**src/rtl/ftsr_pkg.sv**
```systemverilog
package ftsr_pkg;

    // Bits of the address walked by a burst.
    localparam int BURST_BITS = 2;

    typedef enum logic [1:0] {
        OP_IDLE  = 2'd0,
        OP_READ  = 2'd1,
        OP_WRITE = 2'd2
    } op_e;

    // Low address bits for beat n of a burst from start.
    function automatic logic [BURST_BITS-1:0] burst_low(
        input logic [BURST_BITS-1:0] start,
        input logic [BURST_BITS-1:0] beat,
        input logic                  ilv
    );
        if (ilv)
            return start ^ beat;
        else
            return start + beat;
    endfunction

    // Three-way chip-enable decode.
    function automatic logic chip_sel(
        input logic en1_n,
        input logic en2,
        input logic en3_n
    );
        return !en1_n && en2 && !en3_n;
    endfunction

endpackage

```
**src/rtl/ftsr_cmd_reg.sv**
```systemverilog
module ftsr_cmd_reg
    import ftsr_pkg::*;
#(
    parameter int ADDR_W  = 4,
    parameter int N_BYTES = 4
) (
    input  logic               clk,
    input  logic               rst,
    input  logic               clk_en,
    input  logic               cs1_n,
    input  logic               cs2,
    input  logic               cs3_n,
    input  logic               wr_n,
    input  logic               burst_next,
    input  logic               burst_ilv,
    input  logic [ADDR_W-1:0]  addr,
    input  logic [N_BYTES-1:0] byte_sel,
    output op_e                op_o,
    output logic [ADDR_W-1:0]  addr_o,
    output logic [N_BYTES-1:0] bytes_o
);

    localparam int HI_W = ADDR_W - BURST_BITS;

    typedef struct packed {
        op_e                   op;
        logic [HI_W-1:0]       hi;
        logic [BURST_BITS-1:0] start;
        logic [BURST_BITS-1:0] beat;
        logic                  ilv;
        logic [N_BYTES-1:0]    bytes;
    } cmd_t;

    cmd_t cur;
    cmd_t nxt;

    always_comb begin
        nxt       = cur;
        nxt.bytes = byte_sel;
        if (burst_next) begin
            nxt.beat = cur.beat + 1'b1;
        end else begin
            nxt.beat  = '0;
            nxt.hi    = addr[ADDR_W-1:BURST_BITS];
            nxt.start = addr[BURST_BITS-1:0];
            nxt.ilv   = burst_ilv;
            if (!chip_sel(cs1_n, cs2, cs3_n))
                nxt.op = OP_IDLE;
            else if (wr_n)
                nxt.op = OP_READ;
            else
                nxt.op = OP_WRITE;
        end
    end

    always_ff @(posedge clk) begin
        if (rst) begin
            cur.op    <= OP_IDLE;
            cur.hi    <= '0;
            cur.start <= '0;
            cur.beat  <= '0;
            cur.ilv   <= 1'b0;
            cur.bytes <= '0;
        end else if (clk_en) begin
            cur <= nxt;
        end
    end

    assign op_o    = cur.op;
    assign addr_o  = {cur.hi, burst_low(cur.start, cur.beat, cur.ilv)};
    assign bytes_o = cur.bytes;

endmodule

```
**src/rtl/ftsr_array.sv**
```systemverilog
module ftsr_array #(
    parameter int ADDR_W  = 4,
    parameter int BYTE_W  = 9,
    parameter int N_BYTES = 4
) (
    input  logic                        clk,
    input  logic                        rst,
    input  logic                        we,
    input  logic [ADDR_W-1:0]           waddr,
    input  logic [N_BYTES*BYTE_W-1:0]   wdata,
    input  logic [N_BYTES-1:0]          wbe,
    input  logic [ADDR_W-1:0]           raddr,
    output logic [N_BYTES*BYTE_W-1:0]   rdata
);

    localparam int DATA_W = N_BYTES * BYTE_W;
    localparam int DEPTH  = 1 << ADDR_W;

    logic [DATA_W-1:0] mem [DEPTH];

    always_ff @(posedge clk) begin
        if (rst) begin
            for (int i = 0; i < DEPTH; i++)
                mem[i] <= '0;
        end else if (we) begin
            for (int b = 0; b < N_BYTES; b++)
                if (wbe[b])
                    mem[waddr][b*BYTE_W +: BYTE_W] <= wdata[b*BYTE_W +: BYTE_W];
        end
    end

    assign rdata = mem[raddr];

endmodule

```
**src/rtl/ftsr_post_buf.sv**
```systemverilog
module ftsr_post_buf #(
    parameter int ADDR_W  = 4,
    parameter int BYTE_W  = 9,
    parameter int N_BYTES = 4
) (
    input  logic                        clk,
    input  logic                        rst,
    input  logic                        clk_en,
    input  logic                        cap,
    input  logic [ADDR_W-1:0]           cap_addr,
    input  logic [N_BYTES-1:0]          cap_bytes,
    input  logic [N_BYTES*BYTE_W-1:0]   cap_data,
    output logic                        cm_we,
    output logic [ADDR_W-1:0]           cm_addr,
    output logic [N_BYTES*BYTE_W-1:0]   cm_data,
    output logic [N_BYTES-1:0]          cm_be,
    input  logic [ADDR_W-1:0]           rd_addr,
    input  logic [N_BYTES*BYTE_W-1:0]   arr_data,
    output logic [N_BYTES*BYTE_W-1:0]   merged
);

    localparam int DATA_W = N_BYTES * BYTE_W;

    typedef struct packed {
        logic               valid;
        logic [ADDR_W-1:0]  addr;
        logic [N_BYTES-1:0] bytes;
        logic [DATA_W-1:0]  data;
    } post_t;

    post_t pb;

    always_ff @(posedge clk) begin
        if (rst) begin
            pb.valid <= 1'b0;
            pb.addr  <= '0;
            pb.bytes <= '0;
            pb.data  <= '0;
        end else if (clk_en && cap) begin
            pb.valid <= 1'b1;
            pb.addr  <= cap_addr;
            pb.bytes <= cap_bytes;
            pb.data  <= cap_data;
        end
    end

    // The older posted word retires as the newer one is captured.
    assign cm_we   = clk_en && cap && pb.valid;
    assign cm_addr = pb.addr;
    assign cm_data = pb.data;
    assign cm_be   = pb.bytes;

    logic addr_hit;
    assign addr_hit = pb.valid && (pb.addr == rd_addr);

    for (genvar b = 0; b < N_BYTES; b++) begin : g_lane
        assign merged[b*BYTE_W +: BYTE_W] = (addr_hit && pb.bytes[b])
                                          ? pb.data[b*BYTE_W +: BYTE_W]
                                          : arr_data[b*BYTE_W +: BYTE_W];
    end

endmodule

```
**src/rtl/ft_sram_core.sv**
```systemverilog
module ft_sram_core
    import ftsr_pkg::*;
#(
    parameter int ADDR_W  = 4,
    parameter int BYTE_W  = 9,
    parameter int N_BYTES = 4
) (
    input  logic                        clk,
    input  logic                        rst,
    input  logic                        clk_en,
    input  logic                        cs1_n,
    input  logic                        cs2,
    input  logic                        cs3_n,
    input  logic                        wr_n,
    input  logic                        burst_next,
    input  logic                        burst_ilv,
    input  logic [ADDR_W-1:0]           addr,
    input  logic [N_BYTES-1:0]          byte_sel,
    input  logic                        out_en_n,
    input  logic [N_BYTES*BYTE_W-1:0]   dq_in,
    output logic [N_BYTES*BYTE_W-1:0]   dq_out,
    output logic                        dq_oe
);

    localparam int DATA_W = N_BYTES * BYTE_W;

    op_e                op;
    logic [ADDR_W-1:0]  cur_addr;
    logic [N_BYTES-1:0] cur_bytes;

    logic               cm_we;
    logic [ADDR_W-1:0]  cm_addr;
    logic [DATA_W-1:0]  cm_data;
    logic [N_BYTES-1:0] cm_be;
    logic [DATA_W-1:0]  arr_data;

    ftsr_cmd_reg #(
        .ADDR_W  (ADDR_W),
        .N_BYTES (N_BYTES)
    ) u_cmd (
        .clk        (clk),
        .rst        (rst),
        .clk_en     (clk_en),
        .cs1_n      (cs1_n),
        .cs2        (cs2),
        .cs3_n      (cs3_n),
        .wr_n       (wr_n),
        .burst_next (burst_next),
        .burst_ilv  (burst_ilv),
        .addr       (addr),
        .byte_sel   (byte_sel),
        .op_o       (op),
        .addr_o     (cur_addr),
        .bytes_o    (cur_bytes)
    );

    ftsr_post_buf #(
        .ADDR_W  (ADDR_W),
        .BYTE_W  (BYTE_W),
        .N_BYTES (N_BYTES)
    ) u_post (
        .clk       (clk),
        .rst       (rst),
        .clk_en    (clk_en),
        .cap       (op == OP_WRITE),
        .cap_addr  (cur_addr),
        .cap_bytes (cur_bytes),
        .cap_data  (dq_in),
        .cm_we     (cm_we),
        .cm_addr   (cm_addr),
        .cm_data   (cm_data),
        .cm_be     (cm_be),
        .rd_addr   (cur_addr),
        .arr_data  (arr_data),
        .merged    (dq_out)
    );

    ftsr_array #(
        .ADDR_W  (ADDR_W),
        .BYTE_W  (BYTE_W),
        .N_BYTES (N_BYTES)
    ) u_array (
        .clk   (clk),
        .rst   (rst),
        .we    (cm_we),
        .waddr (cm_addr),
        .wdata (cm_data),
        .wbe   (cm_be),
        .raddr (cur_addr),
        .rdata (arr_data)
    );

    // Drivers on only in a read data phase with the output enable asserted.
    assign dq_oe = (op == OP_READ) && !out_en_n;

endmodule

```
**config.mk**
```make
export PLATFORM = sky130hd
export DESIGN_NAME = ft_sram_core
export DESIGN_NICKNAME = d
export VERILOG_FILES = /design/src/rtl/ftsr_pkg.sv /design/src/rtl/ftsr_cmd_reg.sv /design/src/rtl/ftsr_array.sv /design/src/rtl/ftsr_post_buf.sv /design/src/rtl/ft_sram_core.sv
export SDC_FILE = /design/constraint.sdc
export NUM_CORES = 1
export LEC_CHECK = 0
export BUFFER_PORTS_ARGS = -buffer_cell sky130_fd_sc_hd__buf_2
export CAP_MARGIN = 20
export CORE_MARGIN = 2
export CORE_UTILIZATION = 46
export DETAILED_ROUTE_END_ITERATION = 10
export GPL_TIMING_DRIVEN = 0
export PLACE_DENSITY_LB_ADDON = 0.2
export SETUP_SLACK_MARGIN = 0.1
export SLEW_MARGIN = 0
export SYNTH_ARGS = -nofsm -noshare
export SYNTH_HDL_FRONTEND = slang
export SYNTH_SLANG_ARGS = --single-unit
export TNS_END_PERCENT = 100
```
**constraint.sdc**
```tcl
create_clock -name clk -period 7.4 [get_ports clk]
set_input_delay 1.85 -clock clk [delete_from_list [all_inputs] [get_ports clk]]
set_output_delay 1.85 -clock clk [all_outputs]
set_load 0.05 [all_outputs]
```
==> results_dict.tcl <==
set metrics [dict create \
    finalWirelength_um 96000 \
    routabilityCongestion 0.919 \
    ioPinCount 91 \
    fin_hold_ws_ps 461 \
    rsz0062_at_grt "no" \
    antenna_found_initial 4 \
    critPathBufInv 5 \
    area.growth.synth_to_final_pct 12.7 \
    wl_per_cell_um 28.1 \
    outcome "completed" \
    synth_compound_area_share_pct 3.26 \
    drv_slew 0 \
    cts_tree "yes" \
    synth_top_family_by_area "simple AND/OR/NAND/NOR gates" \
    overflow 0 \
    port_buffers 89 \
    cp.arrival_ps 5180 \
    hp-class "flip-flop to flip-flop" \
    cts_sinks 634 \
    initial_core_util_pct 46.3 \
    clock_latency_ps 620 \
    end_kind "output pin" \
    cts_setup_buffers 0 \
    leakage_nw 11.8 \
    dieWidth_um 258 \
    clkPwrFrac_pct 40.9 \
    setup_ws_ps 365 \
    fin_crit_sh_pct 95.1 \
    drt-initial-drc-count 2516 \
    grt_start_max_net_pins 15 \
    switching_share_pct 24.6 \
    ir_drop_v 0.000182 \
    layout.nets 2558 \
    root_buffer "clkbuf_16" \
    synthArstFlopShare_pct 0 \
    setup_violations 0 \
    yosys.area.top_type "edfxtp_1" \
    cts_resized 0 \
    num_rows 93 \
    drive_above_1_share_pct 16.7 \
    ys_ff_latch 634 \
    core_um2 64200 \
    crit_fanout 10 \
    cts_max_path_buffers 3 \
    crit_type "flip-flop to output pin" \
    synth_xor_area_share_pct 0.307 \
    firstDrtPassIters 6 \
    crit_required_ps 5550 \
    fin_setup_tns_ps 0 \
    post-route-util_pct 52.2 \
    synth_ff_type "edfxtp_1" \
    yosysTopAreaCellShare_pct 58.2 \
    synthCells 2340 \
    max_stage_delay_ps 850 \
    start_kind "flip-flop" \
    synth_area_um2 29700 \
    yosys.area_share.adder_pct 0.0421 \
    p_sw_mw 2.04 \
    cts_hold_buffers 0 \
    worst_pin_slew_ps 1260 \
    drc_errors 0 \
    dr_total_vias 20600 \
    finalHoldViolCount 0 \
    dieArea_um2 66700 \
    syn_avg_cell_area_um2 12.7 \
    ys_top_cells_by_area "edfxtp_1 (58%), and2_1 (10%), mux4_2 (8.0%), dfxtp_1 (3.9%), nand2_1 (3.2%)" \
    path_clk_slew_ps 60 \
    synth.net_count 2395 \
    cts_buffers 67 \
    crit_family "buffers and inverters" \
    slew-limit-headroom_pct 15.8 \
    power_frac_comb_pct 10.0 \
    yosysUniqueCellTypes 49 \
    synth-edff-count 576 \
    grt_pass1_vias 20000 \
    synth.area.mux_share_pct 10.7 \
    htree_num_levels 3 \
    cp_cell_sequence "ha_1 > nand2b_1 > clkbuf_1 > buf_2 > xnor2_1 > clkbuf_1 > buf_1 > nand2_1 > nand3_1 > nand3_1 > o21ai_0 > buf_2" \
    synth-warning-count 0 \
    place_ws_ps 1120 \
    place_hpwl_um 67500 \
    seq_area_frac_synth_pct 62.1 \
    seqPwrFrac_pct 49.1 \
    crit_slowest_cell "buf_1" \
    final_common_cell "edfxtp_1" \
    via_per_inst 6.04 \
    grt_first_pass_wirelength_um 137000 \
    final_cell_mix "edfxtp_1 (576), and2_1 (497), nand2_1 (256), clkbuf_1 (130), buf_2 (119)" \
    power.density_nw_per_um2 248 \
    period_minus_slack_ps 7030 \
    grt_util_all_layers_pct 28.8 \
    skew_ps 20.5 \
    fmax_mhz 142 \
    die_h_um 258 \
    synth-simple-area-share_pct 21.3 \
    ant_nets 0 \
    maxCapViolCount 0 \
    p_int_mw 6.25 \
    power.total_mw 8.29 \
]
-- worst paths after layout --
kind / from / endpoint / slack (ps) / cells past startpoint
max: u_cmd.cur[5]$_SDFFE_PP0P_ / dq_out[16] / 370 / 12
min: u_cmd.bytes_o[1]$_SDFFE_PP0P_ / u_post.cm_be[1]$_SDFFE_PP0N_ / 460 / 2
max reg2reg: u_cmd.op_o[1]$_SDFFE_PP0P_ / u_array.mem[0][16]$_SDFFCE_PN0P_ / 3900 / 9
min reg2reg: u_cmd.bytes_o[1]$_SDFFE_PP0P_ / u_post.cm_be[1]$_SDFFE_PP0N_ / 460 / 2
-- area by class of cell --
| type | count | area [um2] |
|---|---|---|
| flip-flops and latches | 634 | 18500 |
| inverters | 7 | 26.3 |
| repair buffers | 94 | 526 |
| clock buffers | 90 | 1890 |
| diodes | 3 | 7.51 |
| well taps | 855 | 1070 |
| clock inverters | 30 | 273 |
| fillers | 5616 | 30700 |
| plain buffers | 165 | 669 |
| multi-input cells | 1534 | 10600 |
-- metrics by stage --
| stage | cells | area (um2) |
|---|---|---|
| 2_1_floorplan | 2340 | 29700 |
| 3_3_place_gp | 3284 | 31300 |
| 3_5_place_dp | 3288 | 31300 |
| 4_1_cts | 3408 | 33500 |
| 5_1_grt | 3409 | 33500 |
| 6_report | 3412 | 33500 |
-- cells in the mapped netlist, types with 7 or more instances --
cell and number:
a21oi_1 48, a31oi_1 22, and2_1 497, buf_1 16
buf_2 30, clkbuf_1 116, dfxtp_1 58, edfxtp_1 576
mux2_2 14, mux2i_1 65, mux4_2 106, nand2_1 256
nand2b_1 21, nand3_1 116, nand4_1 20, nor2_1 81
nor2_2 14, nor2b_1 7, nor3_1 80, o211ai_1 17
o21ai_0 34, o2bb2ai_1 15, or2_2 64, or3_1 16
-- flip-flops by register name, summed over array words and instances (netlist names) --
signal / count
u_array.mem: 576
u_cmd.addr_o: 2
u_cmd.bytes_o: 4
u_cmd.cur: 5
u_cmd.op_o: 2
u_post.cm_addr: 4
u_post.cm_be: 4
u_post.cm_data: 36
u_post.pb: 1
-- worst register-to-register path: stages, from the launching register on --
cell and delay, ps:
dfxtp_1 370, nand2_1 80, or2_1 210, clkbuf_1 270, nor3b_1 440, buf_4 250
nand2_1 220, buf_2 290, nor2_1 620, or2_2 430
-- logic make-up (layout without fill, tap and decap cells) --
kind of cell / Yosys count / after routing
AO/OA/AOI/OAI: 157 / 157
XOR/XNOR: 8 / 8
adder cells (fa/ha/maj): 1 / 1
buffers and inverters: 172 / 386
flip-flops: 634 / 634
multiplexers: 185 / 185
other: 0 / 3
AND/OR/NAND/NOR: 1183 / 1183
-- power by group through the flow --
stage | Clock, mW | Combinational (mW) | Sequential, mW
finish | 3.39 | 0.833 | 4.07
floorplan | 0 | 0.522 | 4.12
CTS | 3.39 | 0.822 | 4.07
global placement | 0 | 0.808 | 4.14
global route | 3.52 | 0.860 | 4.08
detailed placement | 0 | 0.818 | 4.14
-- per-layer routing --
metal	track usage [%]	wire length, um	vias to the layer above
met3	6.13	9980	185
met5	0	13	-
li1	-	-	8783
met1	40.0	38800	10500
met2	44.7	43900	1190
met4	11.0	3330	2
Note: power is estimated with default switching activity, not from simulation.
